$ cat src/rtl/scr66_pkg.sv
package scr66_pkg;
    typedef enum logic {
        MODE_SELF = 1'b0,
        MODE_SYNC = 1'b1
    } scr_mode_e;

    typedef enum logic [1:0] {
        WK_DATA  = 2'b00,
        WK_FRAME = 2'b01,
        WK_STATE = 2'b10,
        WK_RSVD  = 2'b11
    } word_kind_e;
endpackage

$ cat src/rtl/scr66_unroll.sv
// Unrolled PAY_W-step LFSR: self-synchronizing (output fed back) or additive.
module scr66_unroll #(
    parameter int PAY_W  = 64,
    parameter int ST_W   = 58,
    parameter int TAP_LO = 38,
    parameter int TAP_HI = 57
) (
    input  logic             self_sync,
    input  logic [ST_W-1:0]  state_i,
    input  logic [PAY_W-1:0] data_i,
    output logic [PAY_W-1:0] data_o,
    output logic [ST_W-1:0]  state_o
);
    logic [PAY_W:0][ST_W-1:0] chain;
    logic [PAY_W-1:0]         key;

    assign chain[0] = state_i;

    for (genvar i = 0; i < PAY_W; i++) begin : g_step
        assign key[i]      = chain[i][TAP_LO] ^ chain[i][TAP_HI];
        assign data_o[i]   = data_i[i] ^ key[i];
        assign chain[i+1]  = {chain[i][ST_W-2:0], self_sync ? data_o[i] : key[i]};
    end

    assign state_o = chain[PAY_W];
endmodule

$ cat src/rtl/scr66_select.sv
// Chooses the outgoing payload according to mode and word kind.
module scr66_select
    import scr66_pkg::*;
#(
    parameter int PAY_W = 64,
    parameter int ST_W  = 58
) (
    input  logic             sync_mode,
    input  logic [1:0]       kind,
    input  logic [PAY_W-1:0] raw,
    input  logic [PAY_W-1:0] scrambled,
    input  logic [ST_W-1:0]  state,
    output logic [PAY_W-1:0] payload
);
    always_comb begin
        payload = scrambled;
        if (sync_mode) begin
            case (word_kind_e'(kind))
                WK_FRAME: payload = raw;
                WK_STATE: payload = {raw[PAY_W-1:ST_W], state};
                default:  payload = scrambled;
            endcase
        end
    end
endmodule

$ cat src/rtl/scr66_payload_scrambler.sv
module scr66_payload_scrambler
    import scr66_pkg::*;
#(
    parameter int PAY_W  = 64,
    parameter int ST_W   = 58,
    parameter int HDR_W  = 2,
    parameter int TAP_LO = 38,
    parameter int TAP_HI = 57
) (
    input  logic                   clk,
    input  logic                   rst,
    input  logic                   mode_i,
    input  logic [ST_W-1:0]        seed_i,
    input  logic                   valid_i,
    input  logic [1:0]             kind_i,
    input  logic [HDR_W-1:0]       hdr_i,
    input  logic [PAY_W-1:0]       payload_i,
    output logic                   valid_o,
    output logic [PAY_W+HDR_W-1:0] block_o
);
    localparam int BLK_W = PAY_W + HDR_W;

    typedef struct packed {
        logic [ST_W-1:0]  state;
        logic [BLK_W-1:0] block;
        logic             valid;
    } regs_t;

    regs_t d, q;

    logic [PAY_W-1:0] scr_pay;
    logic [ST_W-1:0]  nxt_state;
    logic [PAY_W-1:0] out_pay;
    logic             sync_mode;

    assign sync_mode = (scr_mode_e'(mode_i) == MODE_SYNC);

    scr66_unroll #(
        .PAY_W(PAY_W), .ST_W(ST_W), .TAP_LO(TAP_LO), .TAP_HI(TAP_HI)
    ) u_unroll (
        .self_sync(!sync_mode),
        .state_i  (q.state),
        .data_i   (payload_i),
        .data_o   (scr_pay),
        .state_o  (nxt_state)
    );

    scr66_select #(.PAY_W(PAY_W), .ST_W(ST_W)) u_select (
        .sync_mode(sync_mode),
        .kind     (kind_i),
        .raw      (payload_i),
        .scrambled(scr_pay),
        .state    (q.state),
        .payload  (out_pay)
    );

    always_comb begin
        d       = q;
        d.valid = valid_i;
        if (valid_i) begin
            d.state = nxt_state;
            d.block = {out_pay, hdr_i};
        end
        if (rst) begin
            d.state = seed_i;
            d.valid = 1'b0;
            d.block = '0;
        end
    end

    always_ff @(posedge clk) begin
        q <= d;
    end

    assign valid_o = q.valid;
    assign block_o = q.block;

    // header bypass
    assert_hdr_bypass_R1: assert property (@(posedge clk) disable iff (rst)
        valid_i |=> block_o[HDR_W-1:0] == $past(hdr_i));

    // one-cycle latency
    assert_latency_R9: assert property (@(posedge clk) disable iff (rst)
        valid_i |=> valid_o);

    // idle cycle holds state and output
    assert_idle_hold_R8: assert property (@(posedge clk) disable iff (rst)
        !valid_i |=> !valid_o && $stable(block_o) && $stable(q.state));

    // framing word passes through
    assert_frame_pass_R6: assert property (@(posedge clk) disable iff (rst)
        (valid_i && sync_mode && kind_i == WK_FRAME)
        |=> block_o[BLK_W-1:HDR_W] == $past(payload_i));

    // state word carries pre-block state
    assert_state_ins_R7: assert property (@(posedge clk) disable iff (rst)
        (valid_i && sync_mode && kind_i == WK_STATE)
        |=> block_o[ST_W+HDR_W-1:HDR_W] == $past(q.state));
endmodule

$ cat config.mk
export PLATFORM = sky130hd
export DESIGN_NAME = scr66_payload_scrambler
export DESIGN_NICKNAME = d
export VERILOG_FILES = /design/src/rtl/scr66_pkg.sv /design/src/rtl/scr66_unroll.sv /design/src/rtl/scr66_select.sv /design/src/rtl/scr66_payload_scrambler.sv
export SDC_FILE = /design/constraint.sdc
export NUM_CORES = 1
export LEC_CHECK = 0
export BUFFER_PORTS_ARGS = -buffer_cell sky130_fd_sc_hd__buf_2
export CAP_MARGIN = 20
export CORE_MARGIN = 2
export CORE_UTILIZATION = 51
export CTS_BUF_LIST = sky130_fd_sc_hd__clkbuf_4 sky130_fd_sc_hd__clkbuf_8
export DETAILED_ROUTE_END_ITERATION = 6
export PLACE_DENSITY = 0.89
export SLEW_MARGIN = 20
export SYNTH_ARGS = -nofsm -noshare
export SYNTH_HDL_FRONTEND = slang
export SYNTH_SLANG_ARGS = --single-unit
$ cat constraint.sdc
create_clock -name clk -period 2.7 [get_ports clk]
set_input_delay 0.54 -clock clk [delete_from_list [all_inputs] [get_ports clk]]
set_output_delay 0.54 -clock clk [all_outputs]
set_load 0.01 [all_outputs]
==> results of run 1 <==
flip-flops by register name, summed over array words and instances, names as in the netlist:
register	cells
block_o	66
q	58
valid_o	1
worst max-delay path, cell delays in order, from the launching register on:
cell      delay, ns
edfxtp_1       0.52
xnor2_1        0.51
xnor3_1        0.46
xnor2_1        0.17
o21ai_0        0.09
worst min path at each step:
stage                     start          end  slack, ns  cells after the start
finish                 hdr_i[0]   block_o[0]       0.32                      3
global route           hdr_i[1]   block_o[1]       0.34                      3
CTS                    hdr_i[0]   block_o[0]       0.31                      3
detailed placement  block_o[32]  block_o[32]       0.47                      2
global placement    block_o[27]  block_o[27]       0.46                      2
floorplan           block_o[10]  block_o[10]       0.45                      2
where the power goes:
group,switching [mW],internal (mW),leakage (nW)
combinational,1.21,1.13,2.85
sequential,0.297,2.27,1.17
clock,0.759,0.882,0.200
synthesized netlist by cell type (6+ instances only):
master	count	area, sq um
xnor3_1	23	518
xor2_1	83	727
clkbuf_1	47	176
o21ai_0	97	485
nand3_1	6	30.0
a221oi_1	14	123
buf_4	68	510
a311oi_1	8	70.1
buf_2	16	80.1
xnor2_1	93	815
nor2b_1	48	300
a221o_1	7	70.1
nor2_1	74	278
nor3_1	31	155
a22oi_1	45	338
dfxtp_1	67	1340
o31ai_1	8	60.1
a211oi_1	15	113
edfxtp_1	58	1740
a21oi_1	31	155
o22ai_1	6	37.5
nand2_1	77	289
metal layers:
metal	track usage	routed length (microns)
met5	0	21
met4	0.175	1820
met3	0.0842	3430
met2	0.458	12100
met1	0.379	10300
per-stage QoR:
stage          instances  utilization  setup slack [ns]
2_1_floorplan        966            -            0.0679
3_3_place_gp        1278        0.559             0.465
5_1_grt             1311        0.582             0.605
3_5_place_dp        1278        0.559             0.403
6_report            1311        0.582             0.676
4_1_cts             1310        0.582             0.696
kinds of logic after synthesis:
group | Yosys count | synth area share
XOR/XNOR | 205 | 0.246
multiplexers | 7 | 0.0103
buffers and inverters | 139 | 0.0901
AND/OR/NAND/NOR | 242 | 0.123
adder cells (fa/ha/maj) | 2 | 0.00283
AO/OA/AOI/OAI | 246 | 0.179
flip-flops | 125 | 0.349
area by class of cell:
type	instances	area (sq um)	area share
Timing Repair Buffer	221	1220	0.123
Sequential cell	125	3080	0.310
Inverter	5	22.5	0.00226
Clock buffer	23	285	0.0286
Clock inverter	9	95.1	0.00955
Multi-Input combinational cell	702	4970	0.499
Tap cell	225	282	0.0283
Antenna cell	1	2.50	0.000251
==> summary.txt, run 1 <==
Placed design
  • Port bufs: 196
  • Post-DP HPWL: 20.4 mm
  • Gpl congestion: 0.960
  • DP Area: 9580 sq um

Layout
  • Layout net count: 1204
  • Final instance area: 9960 sq um
  • Commonest non-fill, non-tap cell in the layout: buf_2
  • Commonest cells after routing, fill and taps aside: buf_2 (195), o21ai_0 (97), xnor2_1 (93)
  • Number of fill cells: 1443
  • Ratio of cells with drive above 1 in the final layout: 0.248
  • Area Overhead vs Synth: 12.6%

Clock network
  • Clock slew at reported path FFs: 0.08 ns
  • CTS max path bufs: 2
  • Hold-fix buffers at CTS: 0
  • Clk sinks: 125
  • Clk Latency, worst-skew pair: 0.46 ns
  • H-tree lvl count: 4
  • Root Buffer: clkbuf_8
  • Buffer count from post-CTS setup fixing: 0
  • CTS Buf Count: 17
  • CTS tree: yes
  • CTS resizes: 0

Route
  • Drt drc: 0
  • Routed WL per cell: 21.2 microns
  • Initial DRC count: 1123
  • Routed vias/inst: 6.06
  • Final ANT Viol Nets: 0
  • Drt first pass iters: 6
  • Wirelength, routed: 27.7 mm
  • Via count: 7942

Die
  • Die footprint: 18400 sq um
  • Chip width: 136 microns
  • Initial Util: 0.517
  • Core area: 17100 sq um
  • Die height: 136 microns
  • Rows: 48
  • IO Pins: 197

Yosys
  • Main synth FF type: dfxtp_1
  • Unique masters post-synth: 42
  • YS warnings: 0
  • Synthesized instance count: 966
  • Netlist Area Pre-Place: 8840 sq um
  • Post-synth EDFFs: 58
  • Seq/Total Area, Yosys: 0.349
  • Syn avg cell area: 9.15 sq um
  • Seq cells post-synth: 125
  • Ys async rst share: 0
  • Mapped Nets: 1098

Timing
  • Final setup TNS: 0 ns
  • Slew Limit Fails: 0
  • Crit path time final: 2.02 ns
  • RSZ-0062 raised after global routing: no
  • Slew headroom: 0.567
  • Setup Skew: 0.0128 ns
  • Final hold violation count: 0
  • Final-report setup violation count: 0
  • Max frequency: 0.494 GHz
  • Worst hold slack: 0.319 ns
  • Fin crit share: 0.750
  • Worst-Margin Slew: 0.650 ns

Setup path
  • Reg2reg start: q[88]
  • Crit-path max FO: 3
  • Worst Setup SP: q[88]
  • End of the worst register-to-register path: q[74]
  • Crit path DAT: 2.21 ns
  • Reg2reg setup slack: 0.68 ns
  • Critical Path RT: 2.89 ns
  • CP startpoint kind: flip-flop
  • Worst Setup EP: q[74]
  • Depth of the worst register-to-register path: 4
  • Crit Path Category: flip-flop to flip-flop
  • Crit. End Element: flip-flop

Power and ir drop
  • Total power: 6.55 mW
  • Lkg Pwr: 4.22 nW
  • Pwr per Cell Area: 657 nW/um^2
  • Max VDD drop: 0.000392 V

Global routing
  • Total grt overflow: 0
  • First-pass GRT wire length: 41.7 mm
  • Initial antenna violation count: 3
  • Number of global-route vias before repair: 7607
  • Gr usage total: 0.300
  • Pin count of the biggest net entering global routing: 74

Run
  • Max cap viols: 0

Status
  • Status: completed

Worst hold path
  • Hold Path Class: primary input to flip-flop
No activity file was read; power rests on OpenSTA's default activity.
==> run 2, diff against run 1 <==
clock period = 1.6 ns   (was 2.7 ns; I/O delays follow)
==> summary.txt, run 2 (synthesis results as in run 1) <==
Status
  • Status: finished, violations left (was completed)
  • Violated checks: negative setup slack

Layout
  • Ratio of cells with drive above 1 in the final layout: 0.360 (was 0.248)
  • Area Overhead vs Synth: 28.2% (was 12.6%)
  • Max reg flops: 66 (unchanged)
  • Finished Layout Cells: 1438 (was 1311)
  • Commonest non-fill, non-tap cell in the layout: buf_2 (unchanged)
  • Layout Utilization: 0.662 (was 0.582)
  • Layout net count: 1330 (was 1204)
  • Commonest cells after routing, fill and taps aside: buf_2 (195), buf_4 (139), o21ai_0 (88) (was buf_2 (195), o21ai_0 (97), xnor2_1 (93))

Placed design
  • Port bufs: 196 (unchanged)
  • Post-DP HPWL: 22.6 mm (was 20.4 mm)
  • Cell total after placement: 1388 (was 1278)
  • Gpl congestion: 0.988 (was 0.960)

Timing
  • Final hold violation count: 0 (unchanged)
  • Final-report setup violation count: 5 (was 0)
  • Slew Limit Fails: 0 (unchanged)
  • Final setup margin: -0.153 ns (was 0.676 ns)
  • Crit path time final: 1.75 ns (was 2.02 ns)
  • Setup Skew: 0.0139 ns (was 0.0128 ns)
  • RSZ-0062 raised after global routing: yes (was no)
  • Fin crit share: 1.10 (was 0.750)
  • Worst-Margin Slew: 0.543 ns (was 0.650 ns)
  • Max frequency: 0.570 GHz (was 0.494 GHz)
  • Slew headroom: 0.637 (was 0.567)

Route
  • Wirelength, routed: 31.9 mm (was 27.7 mm)
  • Via count: 8840 (was 7942)
  • Final ANT Viol Nets: 0 (unchanged)
  • Initial DRC count: 1215 (was 1123)
  • Routed WL per cell: 22.2 microns (was 21.2 microns)
  • Drt drc: 0 (unchanged)
  • Drt first pass iters: 7 (was 6)
  • Routed vias/inst: 6.15 (was 6.06)

Power and ir drop
  • Logic pwr share: 0.406 (was 0.358)
  • Total power: 12.6 mW (was 6.55 mW)
  • Pwr per Cell Area: 1110 nW/um^2 (was 657 nW/um^2)
  • Sw Ratio: 0.343 (was 0.347)
  • Clock share of power: 0.257 (was 0.251)
  • Lkg Pwr: 4.98 nW (was 4.22 nW)
  • Net Switching: 4.33 mW (was 2.27 mW)
  • P_int: 8.28 mW (was 4.28 mW)
  • Max VDD drop: 0.000625 V (was 0.000392 V)
  • Sequential share of power: 0.337 (was 0.392)

Setup path
  • Crit-path max FO: 5 (was 3)
  • Crit-path slowest cell: edfxtp_1 (unchanged)
  • Crit path depth: 4 (unchanged)
  • Worst Setup SP: q[82] (was q[88])
  • Reg2reg setup slack: -0.15 ns (was 0.68 ns)
  • CP cell instances: xor2_1 > xnor2_1 > mux2_4 > a211oi_1 (was xnor2_1 > xnor3_1 > xnor2_1 > o21ai_0)
  • Reg2reg start: q[82] (was q[88])
  • CP startpoint kind: flip-flop (unchanged)
  • Crit path DAT: 2.13 ns (was 2.21 ns)
  • End of the worst register-to-register path: block_o[44] (was q[74])
  • Critical Path RT: 1.98 ns (was 2.89 ns)
  • Top delay family on crit path: flip-flops (was XOR/XNOR gates)
  • CP max stage delay: 0.52 ns (about the same)
  • Buffers & Inverters on Critical Path: 0 (unchanged)
  • Crit. End Element: flip-flop (unchanged)
  • Worst Setup EP: block_o[44] (was q[74])
  • Crit Path Category: flip-flop to flip-flop (unchanged)
  • Depth of the worst register-to-register path: 4 (unchanged)

Clock network
  • CTS tree: yes (unchanged)
  • CTS max path bufs: 2 (unchanged)
  • Hold-fix buffers at CTS: 0 (unchanged)
  • Root Buffer: clkbuf_8 (unchanged)
  • H-tree lvl count: 4 (unchanged)
  • Clk Latency, worst-skew pair: 0.48 ns (was 0.46 ns)
  • CTS Buf Count: 17 (unchanged)
  • Clk sinks: 125 (unchanged)
  • Clock slew at reported path FFs: 0.08 ns (about the same)

Die
  • Die height: 136 microns (unchanged)
  • Initial Util: 0.517 (unchanged)
  • IO Pins: 197 (unchanged)
  • Core area: 17100 sq um (unchanged)
  • Die footprint: 18400 sq um (unchanged)
  • Rows: 48 (unchanged)
  • Chip width: 136 microns (unchanged)

Global routing
  • Pin count of the biggest net entering global routing: 70 (was 74)
  • Gr usage total: 0.331 (was 0.300)
  • Initial antenna violation count: 1 (was 3)
  • First-pass GRT wire length: 45.7 mm (was 41.7 mm)
  • Number of global-route vias before repair: 8302 (was 7607)
  • Total grt overflow: 0 (unchanged)

Run
  • Max cap viols: 0 (unchanged)

Worst hold path
  • Hold path start: hdr_i[0] (unchanged)
  • Hold Path Class: primary input to flip-flop (unchanged)
==> run 2: power groups by stage <==
stage	clock network (mW)	registers, mW	logic, mW
CTS	3.22	4.22	4.80
global route	3.36	4.26	5.38
floorplan	0	4.17	3.15
global placement	0	4.26	4.58
finish	3.24	4.25	5.12
detailed placement	0	4.28	4.72
==> run 2: per-stage QoR <==
step	worst slack (ns)	hold WS, ns	instance area, sq um	setup TNS [ns]
finish	-0.153	0.0899	11300	-0.485
global route	-0.167	0.0958	11300	-0.867
CTS	-0.0209	0.0894	11100	-0.0630
detailed placement	-0.184	0.468	10600	-6.77
global placement	-0.196	0.465	10600	-2.95
floorplan	-0.358	0.451	8990	-21.09
==> run 2: how the worst min path moves through the flow <==
stage / endpoint / slack, ns / cells past startpoint
CTS: block_o[63] / 0.09 / 3
global route: block_o[0] / 0.1 / 3
finish: block_o[0] / 0.09 / 3
detailed placement: block_o[25] / 0.47 / 2
global placement: block_o[9] / 0.46 / 2
floorplan: block_o[60] / 0.45 / 2
==> run 2: layout make-up <==
type	instances	area (sq um)
fillers	1213	5780
multi-input cells	702	5210
flip-flops and latches	125	3080
repair buffers	347	2280
clock buffers	24	305
well taps	225	282
clock inverters	8	139
inverters	5	30.0
diodes	2	5.00
==> run 2: routing by layer <==
metal,up-vias,track usage,routed length (microns)
li1,3768,-,-
met1,4090,0.400,11000
met2,782,0.514,14300
met3,200,0.0939,4150
met4,0,0.223,2390
met5,-,0,0
==> run 2: worst register-to-register path: stages (launching register included) <==
cell	delay [ns]
edfxtp_1	0.52
xor2_1	0.21
xnor2_1	0.31
mux2_4	0.34
a211oi_1	0.29
==> run 2: what timing repair did <==
item / in CTS / in global routing
pin swaps: 6 / 18
endpoints found under the setup margin: 16 / 35
buffers inserted: 3 / 13
resized for setup: 13 / 26
==> run 3, diff against run 2 <==
--- a/config.mk
+++ b/config.mk
@@ -7,8 +7,8 @@
 export LEC_CHECK = 0
-export BUFFER_PORTS_ARGS = -buffer_cell sky130_fd_sc_hd__buf_2
 export CAP_MARGIN = 20
 export CORE_MARGIN = 2
-export CORE_UTILIZATION = 51
+export CORE_UTILIZATION = 60
 export CTS_BUF_LIST = sky130_fd_sc_hd__clkbuf_4 sky130_fd_sc_hd__clkbuf_8
 export DETAILED_ROUTE_END_ITERATION = 6
+export DONT_BUFFER_PORTS = 1
 export PLACE_DENSITY = 0.89
--- a/constraint.sdc
+++ b/constraint.sdc
@@ -3,2 +3,2 @@
 set_output_delay 0.32 -clock clk [all_outputs]
-set_load 0.01 [all_outputs]
+set_load 0.02 [all_outputs]
==> summary.txt, run 3 (synthesis results as in run 1) <==
Timing
  • Setup Skew: 0.0163 ns (was 0.0139 ns)
  • Slew Limit Fails: 0 (unchanged)
  • Slew headroom: 0.403 (was 0.637)
  • Max frequency: 0.601 GHz (was 0.570 GHz)
  • Fin crit share: 1.04 (was 1.10)
  • Final setup TNS: -0.245 ns (was -0.485 ns)
  • Final hold violation count: 0 (unchanged)
  • Final setup margin: -0.0627 ns (was -0.153 ns)
  • Worst-Margin Slew: 0.893 ns (was 0.543 ns)
  • Crit path time final: 1.66 ns (was 1.75 ns)
  • RSZ-0062 raised after global routing: yes (unchanged)
  • Final-report setup violation count: 13 (was 5)
  • Worst hold slack: 0.00675 ns (was 0.0899 ns)

Setup path
  • Worst Setup SP: q[93] (was q[82])
  • Depth of the worst register-to-register path: 6 (was 4)
  • CP cell instances: buf_4 > xor2_1 > buf_4 > o21ai_0 > nand2_1 > a211oi_1 (was xor2_1 > xnor2_1 > mux2_4 > a211oi_1)
  • CP startpoint kind: flip-flop (unchanged)
  • Crit-path slowest cell: edfxtp_1 (unchanged)
  • End of the worst register-to-register path: block_o[14] (was block_o[44])
  • Crit path DAT: 2.02 ns (was 2.13 ns)
  • Buffers & Inverters on Critical Path: 2 (was 0)
  • Top delay family on crit path: compound AO/OA/AOI/OAI gates (was flip-flops)
  • CP dominant cell by count: buf_4
  • Crit. End Element: flip-flop (unchanged)
  • Crit path depth: 6 (was 4)
  • Reg2reg setup slack: -0.06 ns (was -0.15 ns)
  • CP max stage delay: 0.45 ns (was 0.52 ns)
  • Critical Path RT: 1.96 ns (was 1.98 ns)
  • Reg2reg start: q[93] (was q[82])
  • Worst Setup EP: block_o[14] (was block_o[44])
  • Crit-path max FO: 3 (was 5)
  • Crit Path Category: flip-flop to flip-flop (unchanged)

Global routing
  • Total grt overflow: 0 (unchanged)
  • Number of global-route vias before repair: 7309 (was 8302)
  • First-pass GRT wire length: 42.3 mm (was 45.7 mm)
  • Initial antenna violation count: 1 (unchanged)
  • Pin count of the biggest net entering global routing: 81 (was 70)
  • Gr usage total: 0.351 (was 0.331)

Placed design
  • Cell total after placement: 1114 (was 1388)
  • Gpl congestion: 0.988 (about the same)
  • DP Area: 9210 sq um (was 10600 sq um)
  • Port bufs: 0 (was 196)
  • Dpl ws: -0.271 ns (was -0.184 ns)
  • Post-DP HPWL: 19.6 mm (was 22.6 mm)

Route
  • Via count: 7845 (was 8840)
  • Routed vias/inst: 6.68 (was 6.15)
  • Wirelength, routed: 29.4 mm (was 31.9 mm)
  • Drt first pass iters: 7 (unchanged)
  • Initial DRC count: 1100 (was 1215)
  • Final ANT Viol Nets: 0 (unchanged)
  • Routed WL per cell: 25.0 microns (was 22.2 microns)
  • Drt drc: 0 (unchanged)

Worst hold path
  • Hold Path Class: primary input to flip-flop (unchanged)

Layout
  • Finished Layout Cells: 1174 (was 1438)
  • Commonest cells after routing, fill and taps aside: buf_4 (106), o21ai_0 (89), xnor2_1 (78) (was buf_2 (195), buf_4 (139), o21ai_0 (88))
  • Commonest non-fill, non-tap cell in the layout: buf_4 (was buf_2)
  • Ratio of cells with drive above 1 in the final layout: 0.215 (was 0.360)
  • Final instance area: 10100 sq um (was 11300 sq um)
  • Layout net count: 1108 (was 1330)
  • Max reg flops: 66 (unchanged)
  • Area Overhead vs Synth: 14.6% (was 28.2%)
  • Layout Utilization: 0.700 (was 0.662)

Die
  • IO Pins: 197 (unchanged)
  • Rows: 44 (was 48)
  • Die footprint: 15700 sq um (was 18400 sq um)
  • Die height: 125 microns (was 136 microns)
  • Initial Util: 0.611 (was 0.517)
  • Chip width: 125 microns (was 136 microns)
  • Core area: 14500 sq um (was 17100 sq um)

Status
  • Violated checks: negative setup slack (unchanged)
  • Status: finished, violations left (unchanged)

Power and ir drop
  • Pwr per Cell Area: 1200 nW/um^2 (was 1110 nW/um^2)
  • Lkg Pwr: 4.01 nW (was 4.98 nW)
  • Max VDD drop: 0.000645 V (was 0.000625 V)
  • Total power: 12.1 mW (was 12.6 mW)

Clock network
  • H-tree lvl count: 4 (unchanged)
  • Clk Latency, worst-skew pair: 0.47 ns (was 0.48 ns)
  • CTS max path bufs: 2 (unchanged)
  • CTS tree: yes (unchanged)
  • CTS Buf Count: 17 (unchanged)
  • Root Buffer: clkbuf_8 (unchanged)
  • Clock slew at reported path FFs: 0.08 ns (about the same)
  • Clk sinks: 125 (unchanged)

Run
  • Max cap viols: 0 (unchanged)
==> run 3: changes by cell type in the layout (fill, tap and decap cells not counted), sizes merged <==
cell | previous run | this run
diode | 2 | 1
dlygate4sd3 | 0 | 11
buf | 347 | 114
==> run 3: repair_timing <==
action / 4_1_cts / 5_1_grt
setup endpoints to repair: 12 / 37
endpoints found under the hold margin: 57 / 0
pin swaps: 10 / 22
buffers inserted: 4 / 11
gates cloned: 0 / 0
gates resized for setup: 13 / 36
hold buffers: 12 / 0
==> run 3: layer usage <==
layer / vias up / global-route usage / part of all wire
met1: 3627 / 0.445 / 0.35
met5: - / 0 / 0
met2: 727 / 0.547 / 0.44
li1: 3318 / - / -
met3: 173 / 0.109 / 0.14
met4: 0 / 0.176 / 0.066
==> run 3: layout make-up <==
class	instances	area [sq um]
diodes	1	2.50
clock buffers	24	299
clock inverters	8	139
fillers	1001	4350
inverters	5	30.0
multi-input cells	702	5280
flip-flops and latches	125	3080
well taps	184	230
repair buffers	125	1060
==> run 3: worst min-delay path by stage <==
stage	slack, ns	endpoint	cells past startpoint	start
floorplan	0.45	block_o[60]	2	payload_i[58]
global placement	0.40	block_o[55]	1	rst
detailed placement	0.40	block_o[55]	1	rst
CTS	0.001	block_o[63]	2	payload_i[61]
global route	0.01	block_o[63]	2	payload_i[61]
finish	0.007	block_o[63]	2	payload_i[61]
==> run 3: power by group <==
part | internal (mW) | switching (mW)
Clock | 1.85 | 1.32
Combinational | 2.33 | 2.10
Sequential | 3.82 | 0.701
Total | 8.01 | 4.12
==> run 3: worst register-to-register path, stage by stage, from the launching register on <==
cell	delay (ns)
edfxtp_1	0.45
buf_4	0.19
xor2_1	0.17
buf_4	0.15
o21ai_0	0.18
nand2_1	0.12
a211oi_1	0.29
